### config.mk
export PLATFORM = sky130hd
export DESIGN_NAME = exp_range_tracker
export DESIGN_NICKNAME = d
export VERILOG_FILES = /design/src/rtl/exp_range_pkg.sv /design/src/rtl/exp_step_cnt.sv /design/src/rtl/exp_store.sv /design/src/rtl/exp_decode.sv /design/src/rtl/exp_range_tracker.sv
export SDC_FILE = /design/constraint.sdc
export NUM_CORES = 1
export LEC_CHECK = 0
export ABC_AREA = 1
export BUFFER_PORTS_ARGS = -buffer_cell sky130_fd_sc_hd__buf_4
export CAP_MARGIN = 25
export CORE_AREA = 2 2 39 41
export CTS_CLUSTER_DIAMETER = 120
export DETAILED_ROUTE_END_ITERATION = 7
export DIE_AREA = 0 0 41 43
export GPL_ROUTABILITY_DRIVEN = 0
export HOLD_SLACK_MARGIN = 0.15
export PLACE_DENSITY_LB_ADDON = 0.1
export SLEW_MARGIN = 10
export SYNTH_ARGS = -nofsm -noshare
export SYNTH_HDL_FRONTEND = slang
export SYNTH_HIERARCHICAL = 1
export SYNTH_SLANG_ARGS = --single-unit
### constraint.sdc
create_clock -name clk_i -period 1.3 [get_ports clk_i]
set_input_delay 0.065 -clock clk_i [delete_from_list [all_inputs] [get_ports clk_i]]
set_output_delay 0.065 -clock clk_i [all_outputs]
set_load 0.01 [all_outputs]
### src/rtl/exp_range_pkg.sv
package exp_range_pkg;
  typedef enum logic [1:0] {
    FN_FREQ   = 2'd0,
    FN_PERIOD = 2'd1,
    FN_TINT   = 2'd2,
    FN_RATIO  = 2'd3
  } fn_e;

  typedef enum logic [1:0] {
    UN_NONE = 2'd0,
    UN_HZ   = 2'd1,
    UN_SEC  = 2'd2,
    UN_TIME = 2'd3
  } unit_e;
endpackage

### src/rtl/exp_step_cnt.sv
module exp_step_cnt #(
  parameter int EXP_W = 2
) (
  input  logic             clk_i,
  input  logic             rst_ni,
  input  logic             meas_rst_i,
  input  logic             step_i,
  output logic [EXP_W-1:0] cnt_o
);
  localparam logic [EXP_W-1:0] PRESET  = {1'b1, {(EXP_W-1){1'b0}}};
  localparam logic [EXP_W-1:0] CNT_MAX = {EXP_W{1'b1}};

  logic             step_q;
  logic [EXP_W-1:0] cnt_q;
  logic             rise;

  assign rise  = step_i & ~step_q;
  assign cnt_o = cnt_q;

  always_ff @(posedge clk_i or negedge rst_ni) begin
    if (!rst_ni) begin
      step_q <= 1'b0;
      cnt_q  <= PRESET;
    end else begin
      step_q <= step_i;
      if (meas_rst_i)                     cnt_q <= PRESET;
      else if (rise && cnt_q != CNT_MAX)  cnt_q <= cnt_q + 1'b1;
    end
  end

  p_preset_r2: assert property (@(posedge clk_i) disable iff (!rst_ni)
    meas_rst_i |=> cnt_q == PRESET);
  p_sat_r4: assert property (@(posedge clk_i) disable iff (!rst_ni)
    (cnt_q == CNT_MAX && !meas_rst_i) |=> cnt_q == CNT_MAX);
  p_hold_level_r3: assert property (@(posedge clk_i) disable iff (!rst_ni)
    (!meas_rst_i && !(step_i && !step_q)) |=> $stable(cnt_q));
endmodule

### src/rtl/exp_store.sv
module exp_store #(
  parameter int EXP_W = 2
) (
  input  logic             clk_i,
  input  logic             rst_ni,
  input  logic             auto_i,
  input  logic             man_rst_i,
  input  logic             xfer_i,
  input  logic [EXP_W-1:0] cnt_i,
  output logic [EXP_W-1:0] exp_o
);
  logic [EXP_W-1:0] exp_q;
  assign exp_o = exp_q;

  always_ff @(posedge clk_i or negedge rst_ni) begin
    if (!rst_ni)                   exp_q <= '0;
    else if (!auto_i || man_rst_i) exp_q <= '0;
    else if (xfer_i)               exp_q <= cnt_i;
  end

  p_clear_r7: assert property (@(posedge clk_i) disable iff (!rst_ni)
    !auto_i |=> exp_q == '0);
  p_load_r5: assert property (@(posedge clk_i) disable iff (!rst_ni)
    (auto_i && !man_rst_i && xfer_i) |=> exp_q == $past(cnt_i));
  p_hold_r5: assert property (@(posedge clk_i) disable iff (!rst_ni)
    (auto_i && !man_rst_i && !xfer_i) |=> $stable(exp_q));
  p_man_clr_r8: assert property (@(posedge clk_i) disable iff (!rst_ni)
    man_rst_i |=> exp_q == '0);
endmodule

### src/rtl/exp_decode.sv
module exp_decode
  import exp_range_pkg::*;
#(
  parameter int EXP_W = 2,
  parameter int DP_W  = 1 << EXP_W
) (
  input  logic             rst_ni,
  input  logic             man_rst_i,
  input  logic [1:0]       func_i,
  input  logic [EXP_W-1:0] exp_i,
  output logic [DP_W-1:0]  dp_o,
  output logic [1:0]       unit_o
);
  unit_e unit;

  always_comb begin
    dp_o = '0;
    unit = UN_NONE;
    if (!man_rst_i) begin
      dp_o[exp_i] = 1'b1;
      case (fn_e'(func_i))
        FN_FREQ:   unit = UN_HZ;
        FN_PERIOD: unit = UN_SEC;
        FN_TINT:   unit = UN_TIME;
        default:   unit = UN_NONE;
      endcase
    end
  end

  assign unit_o = unit;

  always_comb begin
    if (rst_ni && !man_rst_i)
      p_dp_onehot_r9: assert ($countones(dp_o) == 1);
    if (rst_ni && man_rst_i)
      p_blank_r8: assert (dp_o == '0 && unit_o == 2'd0);
  end
endmodule

### src/rtl/exp_range_tracker.sv
module exp_range_tracker
  import exp_range_pkg::*;
#(
  parameter int EXP_W = 2,
  parameter int DP_W  = 1 << EXP_W
) (
  input  logic             clk_i,
  input  logic             rst_ni,
  input  logic             meas_rst_i,
  input  logic             man_rst_i,
  input  logic             step_i,
  input  logic             xfer_i,
  input  logic             auto_i,
  input  logic [1:0]       func_i,
  output logic [EXP_W-1:0] exp_o,
  output logic [DP_W-1:0]  dp_o,
  output logic [1:0]       unit_o,
  output logic             ovf_allow_o
);
  logic             auto_mode;
  logic [EXP_W-1:0] cnt;

  assign auto_mode   = auto_i && (fn_e'(func_i) == FN_FREQ || fn_e'(func_i) == FN_PERIOD);
  assign ovf_allow_o = ~auto_mode;

  exp_step_cnt #(.EXP_W(EXP_W)) u_cnt (
    .clk_i      (clk_i),
    .rst_ni     (rst_ni),
    .meas_rst_i (meas_rst_i),
    .step_i     (step_i),
    .cnt_o      (cnt)
  );

  exp_store #(.EXP_W(EXP_W)) u_store (
    .clk_i     (clk_i),
    .rst_ni    (rst_ni),
    .auto_i    (auto_mode),
    .man_rst_i (man_rst_i),
    .xfer_i    (xfer_i),
    .cnt_i     (cnt),
    .exp_o     (exp_o)
  );

  exp_decode #(.EXP_W(EXP_W), .DP_W(DP_W)) u_dec (
    .rst_ni    (rst_ni),
    .man_rst_i (man_rst_i),
    .func_i    (func_i),
    .exp_i     (exp_o),
    .dp_o      (dp_o),
    .unit_o    (unit_o)
  );

  p_ovf_r11: assert property (@(posedge clk_i) disable iff (!rst_ni)
    ovf_allow_o == !(auto_i && func_i[1] == 1'b0));
endmodule

* After elaboration in Yosys (flattened, before gate mapping)
Cells that the tools add are included.
** Storage, ports and cells
- Logic and storage cells :: 30
- Input bits :: 9
- Register bits after elaboration :: 5
- Output and inout port bits :: 9
** Cells by class
- $add $sub $neg :: 1
- Reductions and logical operators :: 9
- Multiplexer cells :: 9
- Magnitude comparators :: 2
- Bitwise logic cells :: 3
- Equality and inequality tests :: 3
** Operator list (number)
- $mux 2 :: 5
- $pmux 2 s3 :: 1
- $mux 4 :: 1
- $reduce_bool 2->1 :: 2
- $logic_and 1x1->1 :: 3
- $lt 2x3->1 const B :: 1
- $add 2x1->2 const B :: 1
- $demux 1 s2 :: 1
- $eq 2x1->1 const B :: 1
- $eq 2x2->1 const B :: 1
- $ge 2x1->1 const B :: 1
- $logic_not 2->1 :: 1
- $logic_or 1x1->1 :: 2
- $ne 2x2->1 const B :: 1
- $not 1->1 :: 2
- $and 1x1->1 :: 1
- $logic_not 1->1 :: 1
- $mux 1 :: 1

* Depth between registers and ports, before layout
- Depth after elaboration :: 6
- Depth in mapped cells :: 5
- Depth with buffers taken out :: 5

* Cells and area by module
Netlist, hierarchy kept.
** Modules (own cells, without submodules)
- exp_step_cnt :: area each 146.4 µm², seq. area each 76.3 µm², cells each 17, times used 1
- exp_store :: area each 86.3 µm², seq. area each 50.0 µm², cells each 11, times used 1
- exp_decode :: area each 47.5 µm², seq. area each 0.0 µm², cells each 12, times used 1
- exp_range_tracker :: area each 17.5 µm², seq. area each 0.0 µm², cells each 4, times used 1

* Worst setup path after synthesis
OpenSTA, ideal clock, no wires.
- Path kind :: flip-flop to flip-flop
- Start :: reg u_cnt.cnt_q[1] (netlist: u_cnt/cnt_o[1])
- End :: reg u_cnt.cnt_q[0] (netlist: u_cnt/cnt_o[0])
- Setup time :: 0.065 ns
- Path slack :: 0.336 ns
- Clock period less this slack :: 0.964 ns
- Arrival time :: 0.899 ns
- Buffers on the path :: 0
- Cell stages (with the launch flop) :: 6
- Data required time :: 1.235 ns
- Path through :: dfstp_2 > ha_1 > inv_1 > nand3_1 > nand3_1 > nand2_1
** On the way
- Word-level cells in the longest chain between the ends :: 3
** Ends and longest elaborated chain
- start, declared :: RTL line exp_step_cnt.sv:14 : logic [EXP_W-1:0] cnt_q;
- start signal, assigned :: RTL line exp_step_cnt.sv:27 : else if (rise && cnt_q != CNT_MAX) cnt_q <= cnt_q + 1'b1;
- $ne 2x2->1 :: RTL line exp_step_cnt.sv:27
- $logic_and 1x1->1 :: RTL line exp_step_cnt.sv:27
- $reduce_bool 2->1 (no line)
Every way passes these cells.
A chain may end at the register's enable or synchronous reset.

* Final worst setup path
- Start :: in man_rst_i
- End :: out dp_o[2]
** On the way
- Word-level cells in the longest chain between the ends :: 1
** Ends and longest elaborated chain
- start, declared :: RTL line exp_range_tracker.sv:10 : input logic man_rst_i,
- $mux 4 :: RTL line exp_decode.sv:19 : if (!man_rst_i) begin
- end, declared :: RTL line exp_range_tracker.sv:16 : output logic [DP_W-1:0] dp_o,
Every way passes these cells.

==> flow_summary.toml <==
[outcome]
outcome = "complete, no violations"

[timing]
fmax_mhz = 865
slew_headroom_pct = 89.4
maxSlewViolCount = 0
period_share_pct = 88.9
rsz0062_at_grt = "no"
skew_ns = 0.00260
worst_slew_pin_slew_ns = 0.158
finalCriticalPeriod_ns = 1.16
finalSetupViolations = 0
final-hold-violation-count = 0
tns_ns = 0
holdWs_ns = 0.180

[grt]
top_usage_layer = "met2"
grt_pass1_vias = 292
grtUsageMet2_pct = 13.1
antenna_found_initial = 0
grt.met3_usage_pct = 3.14
grtUsageTotal_pct = 8.89
grt_max_degree = 6
grt_use_met1_pct = 11.1
grt_pass1_wl_mm = 1.08
overflow = 0

[yosys]
ys_warn_count = 6
ys_seq_area_share_pct = 42.4
synth_area_leaders = "dfrtp_1, inv_1, nand2_1"
synth_top_cell_by_area = "dfrtp_1"
synth.cell_area_um2 = 298
synth_top_area_share_pct = 33.6
synth_cells = 44
ys_seq_elements = 5
syn_avg_cell_area_um2 = 6.77
syn-num-nets = 54
synth_cell_type_count = 11

[clock_tree]
root_buffer = "clkbuf_4"
cts.sinks = 5
clk_pin_slew_ns = 0.04
clock_latency_ns = 0.24
clockBufferDepth = 2
ctsResizeCount = 0
cts_tree = "done"
cts_max_level = 1
cts_buffers = 3

[worst_setup_path]
reg2reg_to = "u_cnt/cnt_o[0]$_DFFE_PN0P_"
rrSetupSlack_ns = 0.27
reg2reg_from = "u_cnt/cnt_o[1]$_DFFE_PN1P_"
start_kind = "input port"
crit_arrival_ns = 1.09
critPathCaptureType = "output pin"
crit_fanout = 5
criticalPathCategory = "input port to output pin"
reg2reg_depth = 5
crit_required_ns = 1.24

[power]
p_seq_share_pct = 39.0
p_clk_share_pct = 39.4
p_int_uw = 335
swShare_pct = 24.3
leakagePower_uw = 0.000293
powerDensity_nw_per_um2 = 831
max-vdd-ir-drop_mv = 0.402
switchingPower_uw = 107
power_frac_comb_pct = 21.7

[floorplanning]
die_w_um = 41
die_h_um = 43
start_util_pct = 21.5
fp.coreArea_um2 = 1380
die-area_um2 = 1760
floorplan.io_pins = 18
fp-row-count = 14

[detailed_routing]
vias_per_cell = 4.03
vias = 351
drc = 0
drt-pass1-iter-count = 1
drtIter0Drc = 0
wl_um = 699
wire_per_inst_um = 8.03
antenna_left = 0

[place]
io_buffers = 17
dp_hpwl_um = 551

[layout]
antenna_cells = 0
syn_to_final_growth_pct = 78.6
fillers = 155
layout.nets = 82
drive_above_1_share_pct = 31.0

[min_path]
hold_path.class = "input port to asynchronous set/reset pin"

[job]
drv_cap = 0
-- state kept, by name, summed over array words and instances, names as in the netlist --
signal,cells
u_cnt/cnt_o,2
u_cnt/step_q,1
u_store/exp_o,2
-- metrics by stage --
stage / area, µm² / setup WS (ns) / util (%) / cells / power (µW)
after global routing: 532 / 0.0878 / 38.4 / 87 / 481
after CTS: 532 / 0.135 / 38.4 / 87 / 455
after floorplan: 298 / 0.336 / - / 44 / 209
final: 532 / 0.144 / 38.4 / 87 / 442
after detailed placement: 445 / 0.280 / 32.2 / 77 / 257
after global placement: 445 / 0.288 / 32.2 / 77 / 257
-- repair_timing --
item                                    in CTS  in global routing
hold buffers                                 6                  0
endpoints found under the hold margin       10                  0
endpoints found under the setup margin       0                  0
buffers inserted                             0                  0
-- worst max-delay path: stages --
cell           delay, ns
dlygate4sd3_1       0.53
buf_4               0.15
inv_1               0.06
nand2_1             0.06
nor2_1              0.09
buf_4               0.12
-- synthesized netlist by cell type --
library cell,n
dfrtp_1,4
nand4_1,2
nand2_1,11
nor3_1,2
nor2_2,1
a21oi_1,2
inv_1,11
nor2_1,6
nand3_1,3
dfstp_2,1
ha_1,1
-- cell type report --
class	count	area [µm²]	area share, %
Clock buffer	4	26.3	4.94
Timing Repair Buffer	23	188	35.3
Multi-Input combinational cell	28	130	24.5
Tap cell	16	20.0	3.76
Inverter	11	41.3	7.76
Sequential cell	5	126	23.8
-- per-layer routing --
layer | vias to the layer above | share of wire (%)
met2 | 10 | 48
li1 | 189 | -
met1 | 152 | 45
met3 | 0 | 7.3
met4 | 0 | 0
met5 | - | 0
-- logic make-up (layout without fill, tap and decap cells) --
logic type / Yosys count / count (layout) / synth area share, %
AO/OA/AOI/OAI: 2 / 2 / 3.36
buffers and inverters: 11 / 38 / 13.9
flip-flops: 5 / 5 / 42.4
AND/OR/NAND/NOR: 25 / 25 / 36.1
adder cells (fa/ha/maj): 1 / 1 / 4.20
-- how the worst max path moves through the flow --
stage               cells past startpoint                       start                          to  slack (ns)
floorplan                               5  u_cnt/cnt_o[1]$_DFFE_PN1P_  u_cnt/cnt_o[0]$_DFFE_PN0P_        0.34
CTS                                     6                   man_rst_i                     dp_o[2]        0.14
detailed placement                      5  u_cnt/cnt_o[0]$_DFFE_PN0P_  u_cnt/cnt_o[0]$_DFFE_PN0P_        0.28
finish                                  6                   man_rst_i                     dp_o[2]        0.14
global route                            6                   man_rst_i                     dp_o[2]        0.09
global placement                        3  u_cnt/cnt_o[1]$_DFFE_PN1P_  u_cnt/cnt_o[1]$_DFFE_PN1P_        0.29
-- power groups by stage --
| stage | Combinational (µW) | Clock, µW | Sequential [µW] |
|---|---|---|---|
| after floorplan | 36.3 | 0 | 173 |
| after global placement | 83.1 | 0 | 174 |
| after detailed placement | 82.6 | 0 | 174 |
| after CTS | 97.4 | 185 | 172 |
| after global routing | 109 | 198 | 174 |
| final | 95.8 | 174 | 172 |
-- placed cells by master, fill, tap and decap left out --
| cell | instances |
|---|---|
| ha_1 | 1 |
| dfstp_2 | 1 |
| nor2_2 | 1 |
| nand4_1 | 2 |
| buf_4 | 17 |
| nand3_1 | 3 |
| nor2_1 | 6 |
| dlygate4sd3_1 | 6 |
| inv_1 | 11 |
| a21oi_1 | 2 |
| dfrtp_1 | 4 |
| nor3_1 | 2 |
| clkbuf_1 | 1 |
| clkbuf_4 | 3 |
| nand2_1 | 11 |
Note: power is estimated with default switching activity, not from simulation.
